===== config.mk =====
export PLATFORM = sky130hd
export DESIGN_NAME = gtmr_top
export DESIGN_NICKNAME = d
export VERILOG_FILES = /design/src/rtl/gtmr_pkg.sv /design/src/rtl/gtmr_ctrl.sv /design/src/rtl/gtmr_data.sv /design/src/rtl/gtmr_top.sv
export SDC_FILE = /design/constraint.sdc
export NUM_CORES = 1
export LEC_CHECK = 0
export ABC_AREA = 1
export CAP_MARGIN = 20
export CORE_ASPECT_RATIO = 0.9
export CORE_UTILIZATION = 50
export DETAILED_ROUTE_END_ITERATION = 8
export HOLD_SLACK_MARGIN = 0.06
export PLACE_DENSITY = 0.78
export SETUP_SLACK_MARGIN = 0.3
export SLEW_MARGIN = 20
export SYNTH_ARGS = -nofsm -noshare
export SYNTH_HDL_FRONTEND = slang
export SYNTH_SLANG_ARGS = --single-unit

===== constraint.sdc =====
create_clock -name clk -period 5.3 [get_ports clk]
set_input_delay 1.06 -clock clk [delete_from_list [all_inputs] [get_ports clk]]
set_output_delay 1.06 -clock clk [all_outputs]
set_load 0.05 [all_outputs]

===== src/rtl/gtmr_pkg.sv =====
package gtmr_pkg;
  parameter int BYTE_W = 8;
  parameter int PRE_W = 3;
  localparam int CNT_W = 2 * BYTE_W;

  typedef struct packed {
    logic              incr;
    logic              preClr;
    logic              wrLo;
    logic              wrHi;
    logic [BYTE_W-1:0] wrData;
  } strobeT;
endpackage


===== src/rtl/gtmr_ctrl.sv =====
module gtmr_ctrl
  import gtmr_pkg::*;
#(
  parameter int SYNC_STAGES = 2
) (
  input  logic              clk,
  input  logic              rstN,
  input  logic              regWe,
  input  logic [1:0]        regAddr,
  input  logic [BYTE_W-1:0] regWdata,
  input  logic              tickIn,
  input  logic              extClk,
  input  logic              gatePin,
  input  logic              cmpOut,
  output logic [BYTE_W-1:0] ctrlReg,
  output strobeT            strb
);
  logic [SYNC_STAGES-1:0] syncQ;
  logic                   extSample, extPrev, extRise, extFall, armed;
  logic [PRE_W-1:0]       preQ, preMask;
  logic                   tmrOn, extMode, asyncMode, gateSrc, gateEn, gateInv;
  logic                   gateOk, countEvent;

  assign tmrOn     = ctrlReg[0];
  assign extMode   = ctrlReg[1];
  assign asyncMode = ctrlReg[2];
  assign gateSrc   = ctrlReg[3];
  assign gateEn    = ctrlReg[6];
  assign gateInv   = ctrlReg[7];

  always_ff @(posedge clk or negedge rstN) begin
    if (!rstN) ctrlReg <= '0;
    else if (regWe && regAddr == 2'd0) ctrlReg <= regWdata;
  end

  generate
    if (SYNC_STAGES > 1) begin : g_chain
      always_ff @(posedge clk or negedge rstN) begin
        if (!rstN) syncQ <= '0;
        else syncQ <= {syncQ[SYNC_STAGES-2:0], extClk};
      end
    end else begin : g_single
      always_ff @(posedge clk or negedge rstN) begin
        if (!rstN) syncQ <= '0;
        else syncQ <= extClk;
      end
    end
  endgenerate

  assign extSample = asyncMode ? syncQ[0] : syncQ[SYNC_STAGES-1];
  assign extRise   = extSample && !extPrev;
  assign extFall   = !extSample && extPrev;

  always_ff @(posedge clk or negedge rstN) begin
    if (!rstN) begin
      extPrev <= 1'b0;
      armed   <= 1'b0;
    end else begin
      extPrev <= extSample;
      if (!tmrOn || !extMode) armed <= 1'b0;
      else if (extFall) armed <= 1'b1;
    end
  end

  assign gateOk     = !gateEn || (((gateSrc ? cmpOut : gatePin)) ^ gateInv);
  assign countEvent = tmrOn && gateOk && (extMode ? (extRise && armed) : tickIn);

  always_comb begin
    preMask = '0;
    for (int i = 0; i < PRE_W; i++) preMask[i] = (i < 32'(ctrlReg[5:4]));
  end

  assign strb.wrLo   = regWe && regAddr == 2'd1;
  assign strb.wrHi   = regWe && regAddr == 2'd2;
  assign strb.wrData = regWdata;
  assign strb.preClr = strb.wrLo || strb.wrHi;
  assign strb.incr   = countEvent && (preQ >= preMask);

  always_ff @(posedge clk or negedge rstN) begin
    if (!rstN) preQ <= '0;
    else if (strb.preClr) preQ <= '0;
    else if (countEvent) preQ <= (preQ >= preMask) ? '0 : preQ + 1'b1;
  end

  AST_PRE_CLEAR: assert property (@(posedge clk) disable iff (!rstN) strb.preClr |=> preQ == '0);
  AST_GATE_BLOCK: assert property (@(posedge clk) disable iff (!rstN)
    (gateEn && !((gateSrc ? cmpOut : gatePin) ^ gateInv)) |=> $stable(preQ));
  AST_EXT_NEEDS_ARM: assert property (@(posedge clk) disable iff (!rstN)
    (extMode && !armed) |-> !strb.incr);
endmodule


===== src/rtl/gtmr_data.sv =====
module gtmr_data
  import gtmr_pkg::*;
(
  input  logic              clk,
  input  logic              rstN,
  input  strobeT            strb,
  input  logic [BYTE_W-1:0] ctrlReg,
  input  logic [1:0]        regAddr,
  input  logic              flagClr,
  input  logic              timerIe,
  input  logic              periphIe,
  input  logic              globalIe,
  output logic [BYTE_W-1:0] regRdata,
  output logic              ovfFlag,
  output logic              irq
);
  logic [CNT_W-1:0] cnt;
  logic             anyWr, wrapNow;

  assign anyWr   = strb.wrLo || strb.wrHi;
  assign wrapNow = strb.incr && !anyWr && (&cnt);

  always_ff @(posedge clk or negedge rstN) begin
    if (!rstN) cnt <= '0;
    else if (anyWr) begin
      if (strb.wrLo) cnt[BYTE_W-1:0] <= strb.wrData;
      if (strb.wrHi) cnt[CNT_W-1:BYTE_W] <= strb.wrData;
    end else if (strb.incr) cnt <= cnt + 1'b1;
  end

  always_ff @(posedge clk or negedge rstN) begin
    if (!rstN) ovfFlag <= 1'b0;
    else if (wrapNow) ovfFlag <= 1'b1;
    else if (flagClr) ovfFlag <= 1'b0;
  end

  assign irq = ovfFlag && timerIe && periphIe && globalIe;

  always_comb begin
    case (regAddr)
      2'd0:    regRdata = ctrlReg;
      2'd1:    regRdata = cnt[BYTE_W-1:0];
      2'd2:    regRdata = cnt[CNT_W-1:BYTE_W];
      default: regRdata = '0;
    endcase
  end

  AST_WRAP_FLAG: assert property (@(posedge clk) disable iff (!rstN)
    (strb.incr && !anyWr && cnt == '1) |=> (ovfFlag && cnt == '0));
  AST_WRITE_WINS: assert property (@(posedge clk) disable iff (!rstN)
    strb.wrLo |=> cnt[BYTE_W-1:0] == $past(strb.wrData));
  AST_OFF_HOLD: assert property (@(posedge clk) disable iff (!rstN)
    (!ctrlReg[0] && !anyWr) |=> $stable(cnt));
  AST_IRQ_NEEDS_FLAG: assert property (@(posedge clk) disable iff (!rstN) irq |-> ovfFlag);
endmodule


===== src/rtl/gtmr_top.sv =====
module gtmr_top
  import gtmr_pkg::*;
(
  input  logic        clk,
  input  logic        rstN,
  input  logic        regWe,
  input  logic [1:0]  regAddr,
  input  logic [7:0]  regWdata,
  output logic [7:0]  regRdata,
  input  logic        tickIn,
  input  logic        extClk,
  input  logic        gatePin,
  input  logic        cmpOut,
  input  logic        flagClr,
  input  logic        timerIe,
  input  logic        periphIe,
  input  logic        globalIe,
  output logic        ovfFlag,
  output logic        irq
);
  strobeT            strb;
  logic [BYTE_W-1:0] ctrlReg;

  gtmr_ctrl #(.SYNC_STAGES(2)) u_ctrl (
    .clk(clk), .rstN(rstN), .regWe(regWe), .regAddr(regAddr), .regWdata(regWdata),
    .tickIn(tickIn), .extClk(extClk), .gatePin(gatePin), .cmpOut(cmpOut),
    .ctrlReg(ctrlReg), .strb(strb)
  );

  gtmr_data u_data (
    .clk(clk), .rstN(rstN), .strb(strb), .ctrlReg(ctrlReg), .regAddr(regAddr),
    .flagClr(flagClr), .timerIe(timerIe), .periphIe(periphIe), .globalIe(globalIe),
    .regRdata(regRdata), .ovfFlag(ovfFlag), .irq(irq)
  );
endmodule


==> flow_metrics.tcl <==
set metrics [dict create \
    outcome "finished clean" \
    vias 2043 \
    holdPathStages 0 \
    grt_max_degree 33 \
    skew_ps 2.81 \
    clock_path_buffers 2 \
    cts_buffers 5 \
    die_h_um 63.4 \
    r2r-start "u_ctrl.ctrlReg[5]$_DFFE_PN0P_" \
    n_antenna_cell 0 \
    io_pins 31 \
    syn-num-nets 325 \
    cp.arrival_ps 3080 \
    finalMaxSlewViolations 0 \
    rrSetupSlack_ps 3150 \
    min_to "u_ctrl.syncQ[1]$_DFF_PN0_" \
    timing.setup.tns_ps 0 \
    finalHoldViolCount 0 \
    cts_tree "yes" \
    worstMarginPinSlew_ps 504 \
    nNetsFinal 359 \
    area_growth_pct 20.6 \
    multi_input_area_sq_um 1180 \
    placed_cell_area_sq_um 2430 \
    yosys_warnings 0 \
    regArea_sq_um 801 \
    final_antenna_net_count 0 \
    cts.clk_slew.worst_paths_ps 70 \
    fillers 346 \
    drive_gt1_frac 0.0778 \
    dieArea_sq_um 4450 \
    p_clk_frac 0.207 \
    r2r-end "u_data.cnt[1]$_DFFE_PN0P_" \
    hold_path_class "reg2reg" \
    synth_common_cells "128 x nand2_1, 33 x nand3_1, 32 x dfrtp_1, 22 x nor2_1, 20 x inv_1" \
    power_density_nw_per_um2 380 \
    coreArea_sq_um 3860 \
    antenna_found_initial 0 \
    p_int_uw 558 \
    postCtsSetupRepairBufs 0 \
    period_minus_slack_ps 4140 \
    pwr-share-seq 0.415 \
    yosysSeqAreaShare 0.383 \
    rsz0062_at_grt "false" \
    grt_pass1_vias 2013 \
    synth_area_sq_um 2090 \
    synth_cell_types 27 \
    port_buffers 30 \
    setup_viol 0 \
    yosysMostFrequentCell "nand2_1" \
    cts-root-buf "clkbuf_8" \
    synth_top_cell_area_share 0.383 \
    hold_buffers 0 \
    rows 21 \
    route.detailed.drc 0 \
    avgSynthCellArea_sq_um 7.00 \
    async_flop_share 1.00 \
    yosysTopAreaCell "dfrtp_1" \
    end_kind "primary output" \
    synth-edff-count 0 \
    drt_pass1_iterations 4 \
    synthTopCellsByArea "dfrtp_1 38%, nand2_1 23%, nand3_1 7.9%" \
    leakage_nw 1.21 \
    cts_max_level 2 \
    switching_share 0.418 \
    dp_hpwl_um 3840 \
    relSlewSlack 0.663 \
    overflow 0 \
    synth_ff_type "dfrtp_1" \
    drt_iter0_markers 197 \
    cap_violations 0 \
    viasPerCell 5.38 \
    wl_per_cell_um 13.9 \
    cts.repair.resized 0 \
    min_from "u_ctrl.syncQ[0]$_DFF_PN0_" \
    clock_latency_ps 290 \
    grt_pass1_wl_um 9310 \
    p_comb_frac 0.378 \
    drt_wl_total_um 5270 \
    switchingPower_uw 401 \
    track_usage 0.267 \
    rr_worst_depth 7 \
    clock-sinks 32 \
    critical_path_class "in2out" \
    initial_core_util 0.542 \
    fmax_ghz 0.242 \
    crit_fanout 8 \
    worstSetupStartpointType "input port" \
    finalCritPeriodShare 0.781 \
    max-vdd-ir-drop_uv 216 \
    required_ps 4240 \
    syn_inst 299 \
    place_congestion 0.881 \
    design_area_sq_um 2520 \
    synth_seq_cells 32 \
    die_w_um 70.2 \
]
[state kept, by name, indices dropped and copies added (netlist names)]
signal	cells
u_ctrl.ctrlReg	8
u_ctrl.extPrev	1
u_data.cnt	16
u_ctrl.syncQ	2
u_ctrl.armed	1
u_data.ovfFlag	1
u_ctrl.preQ	3
[worst max-delay path: stages]
cell and delay (ps):
clkdlybuf4s50_1 570, inv_2 40, nor2_1 140, inv_1 180, o211ai_1 250, clkdlybuf4s50_1 840
[cells in the final DEF, fill, tap and decap left out]
| master | n |
|---|---|
| a21oi_1 | 7 |
| buf_4 | 1 |
| clkbuf_8 | 6 |
| clkdlybuf4s50_1 | 30 |
| clkinv_2 | 2 |
| dfrtp_1 | 32 |
| ha_1 | 5 |
| inv_1 | 20 |
| inv_2 | 2 |
| inv_4 | 1 |
| mux2_2 | 4 |
| nand2_1 | 128 |
| nand2_2 | 2 |
| nand2_4 | 2 |
| nand3_1 | 33 |
| nand3b_1 | 1 |
| nand4_1 | 5 |
| nand4_4 | 1 |
| nor2_1 | 22 |
| nor2_2 | 1 |
| nor2_4 | 1 |
| nor3_1 | 2 |
| o211ai_1 | 9 |
| o21ai_0 | 7 |
| o21ai_2 | 1 |
| o22ai_1 | 1 |
| or2_2 | 2 |
| xnor2_1 | 4 |
| xor2_1 | 2 |
[stage by stage]
step            util  std cells  power [mW]  setup slack, ps  hold slack (ps)
5_1_grt        0.653        380        1.03             1050              399
2_1_floorplan      -        299       0.646             2110              354
4_1_cts        0.653        380       0.958             1170              375
6_report       0.653        380       0.959             1160              374
3_5_place_dp   0.629        372       0.759             1180              359
3_3_place_gp   0.629        372       0.751             1190              359
[per-layer routing]
metal  share of wire  wire (um)  vias up  track usage
met2            0.44       2330       67        0.399
met5               0          0        -            0
met3           0.069        365       10       0.0432
li1                -          -     1035            -
met1            0.47       2480      931        0.385
met4           0.017         88        0        0.103
[worst max-delay path by stage]
stage | startpoint | endpoint
final | regAddr[1] | regRdata[0]
after floorplan | regAddr[1] | regRdata[0]
after global routing | regAddr[1] | regRdata[4]
after detailed placement | regAddr[1] | regRdata[0]
after CTS | regAddr[1] | regRdata[0]
after global placement | regAddr[1] | regRdata[1]
[layout make-up]
cell class / count / area share
inverter: 23 / 0.0352
clock inverter: 2 / 0.00397
sequential: 32 / 0.317
multi-input combinational: 240 / 0.466
tap: 46 / 0.0228
clock buffer: 6 / 0.0327
timing repair buffer: 31 / 0.122
[power groups by stage]
stage	sequential [mW]	combinational, mW	clock (mW)
after floorplan	0.374	0.272	0
after global placement	0.398	0.352	0
after detailed placement	0.399	0.360	0
after CTS	0.395	0.362	0.202
after global routing	0.411	0.410	0.212
final	0.398	0.363	0.199
[cells by family (layout without fill, tap and decap cells)]
kind of cell               after synthesis  count (layout)  share of synthesized area
AOI/OAI and AO/OA                       25              25                     0.0730
xor gates and xnor gates                 6               6                     0.0251
adders and majority gates                5               5                     0.0299
buffers and inverters                   27              62                     0.0550
DFF                                     32              32                      0.383
muxes                                    4               4                     0.0215
and+or+nand+nor                        200             200                      0.413
No activity file was read; power rests on OpenSTA's default activity.
